--- src/rtl/cpe_pkg.sv ---
package cpe_pkg;

   localparam int COND_W  = 4;
   localparam int FLAGS_W = 4;
   localparam int MASK_W  = 1 << FLAGS_W;

   typedef logic [COND_W-1:0] cond_t;
   typedef logic [FLAGS_W-1:0] flags_t;
   typedef logic [MASK_W-1:0] mask_t;

   typedef enum logic [COND_W-1:0] {
      CC_ZSET = 4'h0, CC_ZCLR = 4'h1, CC_CSET = 4'h2, CC_CCLR = 4'h3,
      CC_NSET = 4'h4, CC_NCLR = 4'h5, CC_VSET = 4'h6, CC_VCLR = 4'h7,
      CC_UHI  = 4'h8, CC_ULS  = 4'h9, CC_SGE  = 4'hA, CC_SLT  = 4'hB,
      CC_SGT  = 4'hC, CC_SLE  = 4'hD, CC_ALL  = 4'hE, CC_NONE = 4'hF
   } cond_e;

   // Truth mask per condition; bit index is {N,Z,C,V}.
   function automatic mask_t cond_mask(input cond_t c);
      mask_t m;
      case (cond_e'(c))
         CC_ZSET: m = 16'hF0F0;
         CC_ZCLR: m = 16'h0F0F;
         CC_CSET: m = 16'hCCCC;
         CC_CCLR: m = 16'h3333;
         CC_NSET: m = 16'hFF00;
         CC_NCLR: m = 16'h00FF;
         CC_VSET: m = 16'hAAAA;
         CC_VCLR: m = 16'h5555;
         CC_UHI:  m = 16'h0C0C;
         CC_ULS:  m = 16'hF3F3;
         CC_SGE:  m = 16'hAA55;
         CC_SLT:  m = 16'h55AA;
         CC_SGT:  m = 16'h0A05;
         CC_SLE:  m = 16'hF5FA;
         CC_ALL:  m = 16'hFFFF;
         default: m = 16'h0000;
      endcase
      return m;
   endfunction

endpackage

--- src/rtl/cpe_uncond_dec.sv ---
module cpe_uncond_dec #(
   parameter int SYN_W       = 32,
   parameter int UNCOND_BITS = 2
) (
   input  logic [SYN_W-1:0] syndrome,
   output logic             uncond
);
   localparam int TOP_LSB = SYN_W - UNCOND_BITS;

   generate
      if (UNCOND_BITS < 1 || UNCOND_BITS > SYN_W) begin : g_bad_cfg
         $error("cpe_uncond_dec: UNCOND_BITS out of range");
      end
   endgenerate

   logic [UNCOND_BITS-1:0] top_bits;

   always_comb begin
      top_bits = syndrome[SYN_W-1:TOP_LSB];
      uncond   = |top_bits;
   end
endmodule

--- src/rtl/cpe_it_recover.sv ---
module cpe_it_recover #(
   parameter int PSW_W     = 32,
   parameter int IT_HI_LSB = 10,
   parameter int IT_HI_W   = 6,
   parameter int IT_LO_LSB = 25,
   parameter int IT_LO_W   = 2
) (
   input  logic [PSW_W-1:0]        psw,
   output logic                    it_zero,
   output cpe_pkg::cond_t          it_cond
);
   import cpe_pkg::*;

   localparam int IT_W = IT_HI_W + IT_LO_W;

   generate
      if (IT_W < COND_W) begin : g_bad_width
         $error("cpe_it_recover: if-then value narrower than a condition");
      end
      if (IT_HI_LSB + IT_HI_W > PSW_W || IT_LO_LSB + IT_LO_W > PSW_W) begin : g_bad_pos
         $error("cpe_it_recover: if-then field outside status word");
      end
   endgenerate

   logic [IT_W-1:0] it_val;

   always_comb begin
      it_val  = {psw[IT_HI_LSB +: IT_HI_W], psw[IT_LO_LSB +: IT_LO_W]};
      it_zero = (it_val == '0);
      it_cond = it_val[IT_W-1 -: COND_W];
   end
endmodule

--- src/rtl/cpe_mask_eval.sv ---
module cpe_mask_eval #(
   parameter int MASK_STYLE = 0
) (
   input  cpe_pkg::cond_t  cond,
   input  cpe_pkg::flags_t flags,
   output logic            hit
);
   import cpe_pkg::*;

   generate
      if (MASK_STYLE == 0) begin : g_table
         mask_t m;
         always_comb begin
            m   = cond_mask(cond);
            hit = m[flags];
         end
      end else if (MASK_STYLE == 1) begin : g_equation
         logic fn, fz, fc, fv, base;
         always_comb begin
            {fn, fz, fc, fv} = flags;
            case (cond[COND_W-1:1])
               3'd0:    base = fz;
               3'd1:    base = fc;
               3'd2:    base = fn;
               3'd3:    base = fv;
               3'd4:    base = fc & ~fz;
               3'd5:    base = (fn == fv);
               3'd6:    base = ~fz & (fn == fv);
               default: base = 1'b1;
            endcase
            hit = base ^ cond[0];
         end
      end else begin : g_bad_style
         $error("cpe_mask_eval: MASK_STYLE must be 0 or 1");
      end
   endgenerate
endmodule

--- src/rtl/cpe_out_stage.sv ---
module cpe_out_stage #(
   parameter bit REG_OUT = 1'b1
) (
   input  logic clk,
   input  logic rst,
   input  logic d,
   output logic q
);
   generate
      if (REG_OUT) begin : g_reg
         logic q_r;
         always_ff @(posedge clk) begin
            if (rst) q_r <= 1'b0;
            else     q_r <= d;
         end
         assign q = q_r;

         AST_REG_FOLLOW: assert property (@(posedge clk) disable iff (rst)
            !$past(rst) |-> (q == $past(d))) else $error("AST_REG_FOLLOW");
      end else begin : g_pass
         assign q = d;
      end
   endgenerate
endmodule

--- src/rtl/cond_pass_eval.sv ---
module cond_pass_eval #(
   parameter int SYN_W       = 32,
   parameter int UNCOND_BITS = 2,
   parameter int PSW_W       = 32,
   parameter int FLAG_LSB    = 28,
   parameter int IT_HI_LSB   = 10,
   parameter int IT_LO_LSB   = 25,
   parameter int MASK_STYLE  = 0,
   parameter bit REG_OUT     = 1'b1
) (
   input  logic             clk,
   input  logic             rst,
   input  logic [SYN_W-1:0] syndrome,
   input  logic [3:0]       cond,
   input  logic             cond_valid,
   input  logic [PSW_W-1:0] psw,
   output logic             pass_comb,
   output logic             pass_q
);
   import cpe_pkg::*;

   generate
      if (FLAG_LSB + FLAGS_W > PSW_W) begin : g_bad_flags
         $error("cond_pass_eval: flag field outside status word");
      end
   endgenerate

   logic   uncond;
   logic   it_zero;
   cond_t  it_cond;
   cond_t  eff_cond;
   flags_t flags;
   logic   mask_hit;

   cpe_uncond_dec #(.SYN_W(SYN_W), .UNCOND_BITS(UNCOND_BITS)) u_uncond (
      .syndrome (syndrome),
      .uncond   (uncond)
   );

   cpe_it_recover #(.PSW_W(PSW_W), .IT_HI_LSB(IT_HI_LSB), .IT_HI_W(6),
                    .IT_LO_LSB(IT_LO_LSB), .IT_LO_W(2)) u_it (
      .psw     (psw),
      .it_zero (it_zero),
      .it_cond (it_cond)
   );

   always_comb begin
      flags    = psw[FLAG_LSB +: FLAGS_W];
      eff_cond = cond_valid ? cond : it_cond;
   end

   cpe_mask_eval #(.MASK_STYLE(MASK_STYLE)) u_mask (
      .cond  (eff_cond),
      .flags (flags),
      .hit   (mask_hit)
   );

   always_comb begin
      if (uncond)                               pass_comb = 1'b1;
      else if (cond_valid && cond == CC_ALL)    pass_comb = 1'b1;
      else if (!cond_valid && it_zero)          pass_comb = 1'b1;
      else                                      pass_comb = mask_hit;
   end

   cpe_out_stage #(.REG_OUT(REG_OUT)) u_out (
      .clk (clk),
      .rst (rst),
      .d   (pass_comb),
      .q   (pass_q)
   );

   AST_UNCOND_PASS: assert property (@(posedge clk) disable iff (rst)
      (syndrome[SYN_W-1 -: UNCOND_BITS] != '0) |-> pass_comb) else $error("AST_UNCOND_PASS");
   AST_ALWAYS_PASS: assert property (@(posedge clk) disable iff (rst)
      (cond_valid && cond == 4'hE) |-> pass_comb) else $error("AST_ALWAYS_PASS");
   AST_NEVER_FAIL: assert property (@(posedge clk) disable iff (rst)
      (cond_valid && cond == 4'hF && syndrome[SYN_W-1 -: UNCOND_BITS] == '0) |-> !pass_comb)
      else $error("AST_NEVER_FAIL");
   AST_IT_ZERO_PASS: assert property (@(posedge clk) disable iff (rst)
      (!cond_valid && psw[IT_HI_LSB +: 6] == '0 && psw[IT_LO_LSB +: 2] == '0) |-> pass_comb)
      else $error("AST_IT_ZERO_PASS");
endmodule

--- config.mk ---
export PLATFORM = sky130hd
export DESIGN_NAME = cond_pass_eval
export DESIGN_NICKNAME = d
export VERILOG_FILES = /design/src/rtl/cpe_pkg.sv /design/src/rtl/cpe_uncond_dec.sv /design/src/rtl/cpe_it_recover.sv /design/src/rtl/cpe_mask_eval.sv /design/src/rtl/cpe_out_stage.sv /design/src/rtl/cond_pass_eval.sv
export SDC_FILE = /design/constraint.sdc
export NUM_CORES = 1
export LEC_CHECK = 0
export ABC_AREA = 0
export CORE_UTILIZATION = 29
export CTS_CLUSTER_SIZE = 10
export DETAILED_ROUTE_END_ITERATION = 12
export PLACE_DENSITY = 0.85
export SLEW_MARGIN = 15
export SYNTH_ARGS = -nofsm -noshare
export SYNTH_HDL_FRONTEND = slang
export SYNTH_HIERARCHICAL = 1
export SYNTH_SLANG_ARGS = --single-unit
--- constraint.sdc ---
create_clock -name clk -period 7.2 [get_ports clk]
set_input_delay 0.72 -clock clk [delete_from_list [all_inputs] [get_ports clk]]
set_output_delay 0.72 -clock clk [all_outputs]
set_load 0.05 [all_outputs]
==> metrics.cfg <==
[power_and_ir_drop]
vdd_drop_max_mv = 0.0492
powerDensity_nw_per_um2 = 75.4
p_leak_nw = 0.301

[detailed_routing]
first_iter_violations = 25
vias_per_cell = 5.35
drtAntennaViolNets = 0
drcViolationCount = 0
via_count = 669
drt_wl_total_mm = 1.51
wl_per_cell_um = 12.0
first_pass_iters = 4

[worst_setup_path]
endpoint_kind = primary output
crit_arrival_ps = 4210
crit_path_cell_trace = clkdlybuf4s50_1 > mux2_2 > xor2_2 > mux2_2 > o41ai_1 > nor3_1 > a211oi_1 > nor2_1 > o211ai_2 > clkdlybuf4s50_1
start_kind = input pin
worstPathRequired_ps = 6480
crit_type = input pin to primary output
cp.depth = 10
cpPeakStageDelay_ps = 820
crit_buf_inv = 2
critical_path.top_delay_family = buffers and inverters
path_max_fanout = 15
cp_slowest_cell = clkdlybuf4s50_1

[outcome]
outcome = finished clean

[final_layout]
syn_to_final_growth_pct = 33.7
n_antenna_cell = 0
drive_above_1_share_pct = 11.2
design_area_um2 = 820
nets = 173
largest_reg_flops = 1

[timing]
setup_viol_count_final = 0
rsz0062_at_grt = false
worst-slew-pin-transition_ps = 494
setup_tns_ps = 0
slew_viol_final = 0
slew_headroom_pct = 66.9
hold_viol_final = 0
min_period_over_period_pct = 68.5
clock.fmax_mhz = 203
period_needed_ps = 4930

[flow_run]
cap_violations = 0

[global_routing]
grt_use_total_pct = 13.9
grt_pass1_wl_mm = 2.43
grt_max_degree = 16
globalRouteOverflowTotal = 0
antenna_found_initial = 0
grt_pass1_vias = 613

[placement]
port_buffers = 22
hpwl_mm = 1.20
placed_cell_area_um2 = 820
place_congestion = 0.786

[floorplanning]
core-area_um2 = 1980
initial_core_util_pct = 30.9
dieWidth_um = 48.0
io_pins = 73
num_rows = 16
dieArea_um2 = 2300
die_y_um = 48.0

[synth]
synth_top_area_share_pct = 9.18
synthCells = 84
ys_warn_count = 6
synthDistinctLibCells = 40
ys_ff_latch = 1
synth.area.top_cells = nand2b_1, mux2_2, buf_4
yosys.area.top_type = nand2b_1
syn-num-nets = 157
ys_seq_area_share_pct = 3.27
syn_area_per_cell_um2 = 7.30
synth_area_um2 = 613

[hold_path]
hp-class = input pin to flip-flop
whs_path_depth = 2

[clock_tree]
cts.clk_slew.worst_paths_ps = 0
hold_buffers = 0
post-cts-setup-buffers = 0
ctsResizeCount = 0

[placed cells by master, fill, tap and decap left out, types with 3 or more instances in the layout]
master / count
a2111oi_0: 3
nor2_1: 4
nand2b_1: 9
a211oi_1: 3
inv_1: 6
clkdlybuf4s50_1: 22
mux2_2: 4
a21oi_1: 3
o21ai_0: 5
nand3b_1: 3
[final cells by class]
type | instances | area [µm²]
fillers | 186 | 1160
repair buffers | 23 | 228
well taps | 27 | 33.8
multi-input cells | 68 | 515
flip-flops and latches | 1 | 20.0
inverters | 6 | 22.5
[cell usage after synthesis]
master,number
nand3_1,2
o31ai_1,1
or2_1,1
buf_4,4
and2b_1,1
xor2_2,1
ha_1,2
or3b_1,1
mux2i_1,1
clkbuf_2,1
nor2_1,4
o311ai_1,1
o211ai_1,1
nand2b_1,9
or4_1,2
nand3b_1,3
nor3b_1,2
xnor2_1,2
o2111ai_1,1
inv_1,6
or3b_2,2
nor4_1,1
buf_2,4
a21oi_1,3
nor2b_4,1
a31o_2,1
o211a_1,1
a211oi_1,3
nand2_1,2
o221ai_1,1
a221oi_1,1
o21ai_0,5
o41ai_1,1
nor3_1,1
and3_1,1
mux2_2,4
a2111oi_0,3
o211ai_2,1
dfxtp_1,1
maj3_1,1
[metrics by stage]
stage               utilization [%]  total power, mW  setup slack [ps]  hold WS (ps)  instances
global route                   41.4           0.0673              2030          1320        125
global placement               41.4           0.0601              2330          1310        125
CTS                            41.4           0.0616              2270          1320        125
finish                         41.4           0.0618              2270          1310        125
floorplan                         -           0.0438              3660           784         84
detailed placement             41.4           0.0614              2290          1320        125
[where the power goes]
part | total [mW] | internal [mW] | switching [mW]
clock network | 0 | 0 | 0
registers | 0.00628 | 0.00612 | 0.000155
logic | 0.0555 | 0.0280 | 0.0275
[cells by family (layout without fill, tap and decap cells)]
kind of cell	count (synthesis)	after routing	share of synthesized area (%)
XOR/XNOR	3	3	5.51
flip-flops	1	1	3.27
AND/OR/NAND/NOR	33	33	34.7
adder cells (fa/ha/maj)	3	3	5.71
AO/OA/AOI/OAI	24	24	29.2
buffers and inverters	15	29	12.7
multiplexers	5	5	8.98
[routing by layer]
metal,vias to the layer above,share of wire (%),GRT usage [%]
li1,343,-,-
met1,289,40,17.0
met2,37,51,26.5
met3,0,8.6,1.51
met4,0,0,1.67
met5,-,0,0
[worst paths after layout]
kind,from,endpoint,slack [ps]
setup / recovery,cond_valid,pass_comb,2270
hold / removal,rst,u_out/q$_SDFF_PP0_,1310
No activity file was read; power rests on OpenSTA's default activity.
